File: config.mk
export PLATFORM = sky130hd
export DESIGN_NAME = sc3_ctrl
export DESIGN_NICKNAME = d
export VERILOG_FILES = /design/src/rtl/sc3_pkg.sv /design/src/rtl/sc3_next.sv /design/src/rtl/sc3_guard.sv /design/src/rtl/sc3_ctrl.sv
export SDC_FILE = /design/constraint.sdc
export NUM_CORES = 1
export LEC_CHECK = 0
export BUFFER_PORTS_ARGS = -buffer_cell sky130_fd_sc_hd__buf_2
export CAP_MARGIN = 20
export CORE_AREA = 3 3 40 42
export DETAILED_ROUTE_END_ITERATION = 8
export DIE_AREA = 0 0 43 45
export SYNTH_ARGS = -nofsm -noshare
export SYNTH_HDL_FRONTEND = slang
export SYNTH_HIERARCHICAL = 1
export SYNTH_SLANG_ARGS = --single-unit
File: constraint.sdc
create_clock -name clk -period 2.3 [get_ports clk]
set_input_delay 0.23 -clock clk [delete_from_list [all_inputs] [get_ports clk]]
set_output_delay 0.23 -clock clk [all_outputs]
set_load 0.005 [all_outputs]
File: src/rtl/sc3_pkg.sv
package sc3_pkg;
    localparam int STW = 3;

    typedef enum logic [STW-1:0] {
        ST_REST  = 3'b000,
        ST_ARM   = 3'b001,
        ST_MID   = 3'b010,
        ST_PEAK  = 3'b011,
        ST_HOLD  = 3'b100,
        UN_FIVE  = 3'b101,
        UN_SIX   = 3'b110,
        UN_SEVEN = 3'b111
    } sc3_state_e;
endpackage

File: src/rtl/sc3_next.sv
module sc3_next
    import sc3_pkg::*;
(
    input  sc3_state_e cur,
    input  logic       x,
    output sc3_state_e nxt
);
    logic a, b, c;
    logic na, nb, nc;

    always_comb begin
        {a, b, c} = cur;
        // flip-flop input equations, valid for all eight encodings
        na = (b & ~c & ~x) | (b & c & x) | (a & ~x);
        nb = (~b & c) | (c & ~x);
        nc = ~a & ~b & x;
        nxt = sc3_state_e'({na, nb, nc});
    end
endmodule

File: src/rtl/sc3_guard.sv
module sc3_guard
    import sc3_pkg::*;
(
    input  sc3_state_e cur,
    output logic       illegal
);
    always_comb begin
        unique case (cur)
            ST_REST, ST_ARM, ST_MID, ST_PEAK, ST_HOLD: illegal = 1'b0;
            UN_FIVE, UN_SIX, UN_SEVEN:                 illegal = 1'b1;
        endcase
    end
endmodule

File: src/rtl/sc3_ctrl.sv
module sc3_ctrl
    import sc3_pkg::*;
(
    input  logic           clk,
    input  logic           rst,
    input  logic           x,
    input  logic           load_en,
    input  logic [STW-1:0] load_val,
    output logic [STW-1:0] state,
    output logic           illegal
);
    sc3_state_e cur, nxt;

    sc3_next u_next (.cur(cur), .x(x), .nxt(nxt));
    sc3_guard u_guard (.cur(cur), .illegal(illegal));

    always_ff @(posedge clk) begin
        if (rst)          cur <= ST_REST;
        else if (load_en) cur <= sc3_state_e'(load_val);
        else              cur <= nxt;
    end

    always_comb state = cur;


    reset_home_chk: assert property (@(posedge clk) rst |=> state == 3'b000);


    load_take_chk: assert property (@(posedge clk) disable iff (rst)
        load_en |=> state == $past(load_val));


    legal_closed_chk: assert property (@(posedge clk) disable iff (rst)
        (!illegal && !load_en) |=> !illegal);


    no_self_loop_chk: assert property (@(posedge clk) disable iff (rst)
        (illegal && !load_en) |=> state != $past(state));


    six_no_back_chk: assert property (@(posedge clk) disable iff (rst)
        (state == 3'b110 && !load_en) |=> (state != 3'b101 && state != 3'b111));


    first_step_chk: assert property (@(posedge clk) disable iff (rst)
        (illegal && !load_en) |=> (!illegal || state == 3'b110));


    second_step_chk: assert property (@(posedge clk) disable iff (rst)
        (state == 3'b110 && !load_en) |=> !illegal);
endmodule

==> results.tsv, run 1 <==
stage	metric	value	unit
status	status	finished, final reports clean	
routing	post-route ant nets	0	
placement	half-perimeter wire length after placement	331	um
final_layout	Final nets	37	
sta	Post-Route Skew	3.610	ps
logic_synthesis	simple-gate share of the synthesized area	9.848	%
routing	routed len/inst	9.341	um
routing	vias per cell	3.500	
die	Die Width	43	um
final_layout	most frequent cells in the layout	buf_2 (10), mux2i_1 (3), nor2_1 (3), clkbuf_4 (3), dfxtp_1 (3)	
logic_synthesis	Synthesized Nets	25	
clock_tree	setup bufs post-CTS	0	
grt	largest net degree at the start of global routing	6	
final_layout	ratio of cells with drive above 1 in the final layout	44.83	%
sta	Hold Vio Cnt, Final	0	
worst_setup_path	worst-path fanout max	5	
routing	DRT iter0 DRCs	0	
die	Core ar.	1285	um2
clock_tree	CTS H-tree depth	1	
clock_tree	hold buffer count at CTS	0	
die	Top-Level Pins	11	
sta	Slew @ Worst Pin	192.9	ps
die	die area	1935	um2
clock_tree	Worst-path clk slew	40	ps
clock_tree	clock buffer depth	2	
sta	RSZ-0062 raised after global routing	false	
sta	setup_tns	0	ps
clock_tree	CTS sink cnt	3	
worst_setup_path	crit end category	output port	
sta	Max-slew headroom	87.03	%
min_path	class of the worst hold path	in2reg	
logic_synthesis	fraction of synthesized area in multiplexers	18.18	%
worst_setup_path	Worst Path Arrival	870	ps
logic_synthesis	Synth Warn #	6	
routing	post-route DRC violation count	0	
job	max cap viols	0	
final_layout	max FFs per register	3	
logic_synthesis	Netlist cell types	10	
final_layout	Layout area overhead	43.94	%
routing	final wirelength	411	um
logic_synthesis	post-synthesis register bit count	3	
sta	Tmin final	1104	ps
grt	vias in the first global route	167	
pwr	Pleak	0.1232	nW
sta	Final setup viols	0	
worst_setup_path	Worst R2R Setup Slack	1370	ps
clock_tree	root buf cell	clkbuf_4	
clock_tree	CTS Buf Count	3	
grt	first-pass GRT wire length	593	um
sta	Final Max Slew Viols	0	
routing	number of iterations in the first detailed-routing pass	1	
worst_setup_path	Setup CP Type	reg2out	
clock_tree	clock latency on the worst-skew pair	240	ps
logic_synthesis	largest family of logic cells by synthesized area	multiplexers	
sta	period utilization	48.02	%
logic_synthesis	sequential area share after synthesis	36.36	%
logic_synthesis	Synth Area in Adders	0	%
clock_tree	TritonCTS clock tree	done	
worst_setup_path	Critical Path Start Type	register	
pwr	Worst VDD drop	0.1097	mV
logic_synthesis	Cell Area, Synth	165.2	um2
grt	grt total ovfl	0	
placement	Port Buf Inserts	10	
die	Initial Util	12.85	%
clock_tree	# resized after CTS	0	
worst_setup_path	Crit path required time	2070	ps
logic_synthesis	post-synthesis xor/xnor area fraction	5.303	%
die	Die H	45	um
grt	initial antenna violation count	0	
logic_synthesis	Avg Cell Area, Syn	9.175	um2
pwr	Power Density	742.2	nW/um2
final_layout	most common cell after layout, fill and taps aside	buf_2	
routing	Via Count	154	
logic_synthesis	Post-Syn Instances	18	
die	Core Rows	13	
sta	Fmax achieved	0.9054	GHz
grt	All-Layer GR Usage	5.329	%
placement	RD Place Congestion	0.5843	
final_layout	number of diodes	0	
sta	WHS	177.0	ps
logic_synthesis	compound-gate portion of the synthesized area	14.39	%
[area by class of cell]
cell class	instances	area, um2
sequential	3	60.06
fill	155	1047
timing repair buffer	10	50.05
clock buffer	4	26.28
inverter	1	3.754
multi-input combinational	11	78.83
tap	15	18.77
[kinds of logic after synthesis]
family,after synthesis
AND/OR/NAND/NOR,4
buffers and inverters,4
AO/OA/AOI/OAI,3
multiplexers,3
flip-flops,3
XOR/XNOR,1
[per-layer routing]
layer,GRT usage [%],share of wire [%],up-vias
li1,-,-,80
met1,2.651,29,65
met2,7.485,51,7
met3,6.375,15,2
met4,7.229,4.1,0
met5,0,0,-
[through the flow]
| step | instance area (um2) | total power, mW | instances | util, % | worst slack (ps) |
|---|---|---|---|---|---|
| after floorplan | 165.2 | 0.07672 | 18 | - | 1304 |
| after CTS | 237.7 | 0.1818 | 44 | 18.50 | 1179 |
| final | 237.7 | 0.1765 | 44 | 18.50 | 1196 |
| after global placement | 211.5 | 0.08399 | 40 | 16.46 | 1386 |
| after global routing | 237.7 | 0.1853 | 44 | 18.50 | 1152 |
| after detailed placement | 211.5 | 0.08395 | 40 | 16.46 | 1354 |
[final timing paths]
check	cells past startpoint	endpoint	start
setup / recovery	2	illegal	state[1]$_SDFF_PP0_
hold / removal	2	state[0]$_SDFF_PP0_	rst
setup reg to reg	4	state[2]$_SDFF_PP0_	state[0]$_SDFF_PP0_
hold reg to reg	3	state[0]$_SDFF_PP0_	state[2]$_SDFF_PP0_
[synthesized netlist by cell type]
master	n	area, um2
a21boi_0	1	7.510
a22o_1	1	8.760
buf_4	3	22.52
dfxtp_1	3	60.06
inv_1	1	3.750
mux2i_1	3	30.03
nor2_1	3	11.26
nor3_1	1	5.000
o21a_1	1	7.510
xnor2_1	1	8.760
[worst max-delay path, stage by stage, from the launching register on]
cell	delay [ps]
dfxtp_1	330
o21a_1	190
buf_2	120
[where the power goes]
part	internal, mW	switching [mW]
registers	0.0559	0.00369
logic	0.0136	0.00953
clock network	0.0651	0.0287
(Power assumes the default switching activity.)
==> inputs of run 2 (changes only) <==
clock period = 1.1 ns   (was 2.3 ns; I/O delays follow)
==> run 2 against run 1 <==
Clock skew decreased by 2.0 ps. Combinational power is 110% higher. Wire length increased by 4.9%. Largest power group unchanged. Global-route usage rose by 1.1 points. Sequential power grew 110%. Die area unchanged. Sequential cell count unchanged. Final cell count is the same. Critical path type unchanged. Sequential share of layout area did not move. Utilization unchanged. Count of clock-buffer cells in the layout did not move. Cell area did not move.
==> results.tsv, run 2 (synthesized netlist as in run 1, its figures left out) <==
stage	metric	value	unit	change
status	status	finished, final reports clean		
final_layout	Multi-input gate area	78.83	um2	unchanged
clock_tree	CTS sink cnt	3		unchanged
grt	initial antenna violation count	0		unchanged
sta	Tmin final	984.0	ps	
placement	half-perimeter wire length after placement	329.9	um	-0.33%
pwr	Worst VDD drop	0.3758	mV	+240%
clock_tree	# resized after CTS	0		unchanged
pwr	Net Sw Power	91.11	uW	+120%
placement	Place WS	199.1	ps	-1155 ps
pwr	Int Power	281.6	uW	+110%
sta	period utilization	89.45	%	
sta	Slew @ Worst Pin	179.2	ps	-13.68 ps
routing	post-route DRC violation count	0		unchanged
placement	RD Place Congestion	0.6825		+17%
grt	All-Layer GR Usage	6.401	%	+1.1 points
pwr	Pleak	0.1232	nW	unchanged
clock_tree	CTS H-tree depth	1		unchanged
worst_setup_path	worst-path fanout max	5		unchanged
worst_setup_path	CP startpoint	state[1]$_SDFF_PP0_		
worst_setup_path	Setup crit end	illegal		
die	die area	1935	um2	unchanged
final_layout	most frequent cells in the layout	buf_2 (10), mux2i_1 (3), nor2_1 (3), clkbuf_4 (3), dfxtp_1 (3)		
final_layout	Fillers	151		-2.6%
die	Core Rows	13		unchanged
sta	Post-Route Skew	1.625	ps	-1.985 ps
grt	first-pass GRT wire length	738	um	+24%
sta	Final Max Slew Viols	0		unchanged
worst_setup_path	crit end category	output port		
routing	DRT iter0 DRCs	1		+1
placement	Port Buf Inserts	10		unchanged
worst_setup_path	worst flop-to-flop path endpoint	state[2]$_SDFF_PP0_		
final_layout	number of diodes	0		unchanged
clock_tree	root buf cell	clkbuf_4		
worst_setup_path	Worst R2R Setup Slack	200	ps	-1170 ps
routing	final wirelength	431	um	+4.9%
clock_tree	setup bufs post-CTS	0		unchanged
sta	setup_tns	0	ps	unchanged
worst_setup_path	reg2reg start	state[0]$_SDFF_PP0_		
sta	Fmax achieved	1.016	GHz	
worst_setup_path	Crit path required time	990	ps	-1080 ps
final_layout	Layout area overhead	43.94	%	unchanged
grt	grt total ovfl	0		unchanged
die	Die Width	43	um	unchanged
grt	vias in the first global route	186		+11%
clock_tree	CTS Buf Count	3		unchanged
clock_tree	clock buffer depth	2		unchanged
pwr	Reg power frac	33.4	%	-0.4 points
grt	largest net degree at the start of global routing	6		unchanged
sta	min setup slack post-route	116.0	ps	-1079 ps
final_layout	post-layout util	18.50	%	unchanged
final_layout	most common cell after layout, fill and taps aside	buf_2		
routing	post-route ant nets	0		unchanged
worst_setup_path	R2R cell count	4		unchanged
worst_setup_path	Critical Path Start Type	register		
routing	Via Count	153		-0.65%
routing	vias per cell	3.477		-0.65%
job	max cap viols	0		unchanged
sta	RSZ-0062 raised after global routing	false		
routing	routed len/inst	9.795	um	+4.9%
sta	Hold Vio Cnt, Final	0		unchanged
die	Die H	45	um	unchanged
die	Initial Util	12.85	%	unchanged
die	Top-Level Pins	11		unchanged
pwr	Power Density	1568	nW/um2	+110%
worst_setup_path	Worst Path Arrival	870	ps	about the same
sta	Final setup viols	0		unchanged
pwr	Sw Share	24.44	%	+0.71 points
clock_tree	TritonCTS clock tree	done		
clock_tree	clock latency on the worst-skew pair	240	ps	about the same
final_layout	max FFs per register	3		unchanged
pwr	Clock Power Share	53.6	%	+0.5 points
pwr	power share of the combinational group	13.0	%	about the same
worst_setup_path	Setup CP Type	reg2out		
min_path	class of the worst hold path	in2reg		
final_layout	ratio of cells with drive above 1 in the final layout	44.83	%	unchanged
sta	Max-slew headroom	87.95	%	+0.92 points
final_layout	Final nets	37		unchanged
die	Core ar.	1285	um2	unchanged
clock_tree	hold buffer count at CTS	0		unchanged
clock_tree	Worst-path clk slew	40	ps	about the same
final_layout	register area	60.06	um2	unchanged
routing	number of iterations in the first detailed-routing pass	3		+2
==> run 2: cell counts in the layout (fill, tap and decap cells not counted) <==
Identical to the previous run, type by type.
==> run 2: worst min path at each step <==
stage,startpoint,to,slack (ps),depth (start not counted)
2_1_floorplan,rst,state[0]$_SDFF_PP0_,180,1
3_3_place_gp,rst,state[1]$_SDFF_PP0_,310,2
3_5_place_dp,rst,state[2]$_SDFF_PP0_,320,2
4_1_cts,rst,state[1]$_SDFF_PP0_,60,2
5_1_grt,rst,state[1]$_SDFF_PP0_,80,2
6_report,rst,state[1]$_SDFF_PP0_,80,2
==> run 2: power by group through the flow <==
stage | sequential [mW] | clock [mW] | combinational [mW]
2_1_floorplan | 0.126 | 0 | 0.0343
3_3_place_gp | 0.126 | 0 | 0.0490
3_5_place_dp | 0.126 | 0 | 0.0493
4_1_cts | 0.125 | 0.218 | 0.0496
5_1_grt | 0.126 | 0.224 | 0.0555
6_report | 0.124 | 0.200 | 0.0485
==> run 2: per-layer routing <==
layer / vias to the layer above / track usage, % / routed length [um]
li1: 79 / - / -
met1: 67 / 4.556 / 144
met2: 7 / 9.281 / 224
met3: 0 / 7.171 / 61
met4: 0 / 5.422 / 0
met5: - / 0 / 0
==> run 2: final cells by class <==
cell class	count	area share [%]
tap	15	7.895
sequential	3	25.26
inverter	1	1.579
timing repair buffer	10	21.05
clock buffer	4	11.05
multi-input combinational	11	33.16
==> run 2: worst max-delay path, stage by stage, from the launching register on <==
cell and delay [ps]:
dfxtp_1 330, o21a_1 190, buf_2 120
==> run 2: per-stage QoR <==
stage,cells,hold WS [ps],area [um2],total power [mW]
after floorplan,18,182.4,165.2,0.1604
after global placement,40,309.2,211.5,0.1751
after detailed placement,40,318.3,211.5,0.1755
after CTS,44,61.02,237.7,0.3921
after global routing,44,75.34,237.7,0.4062
final,44,75.55,237.7,0.3728
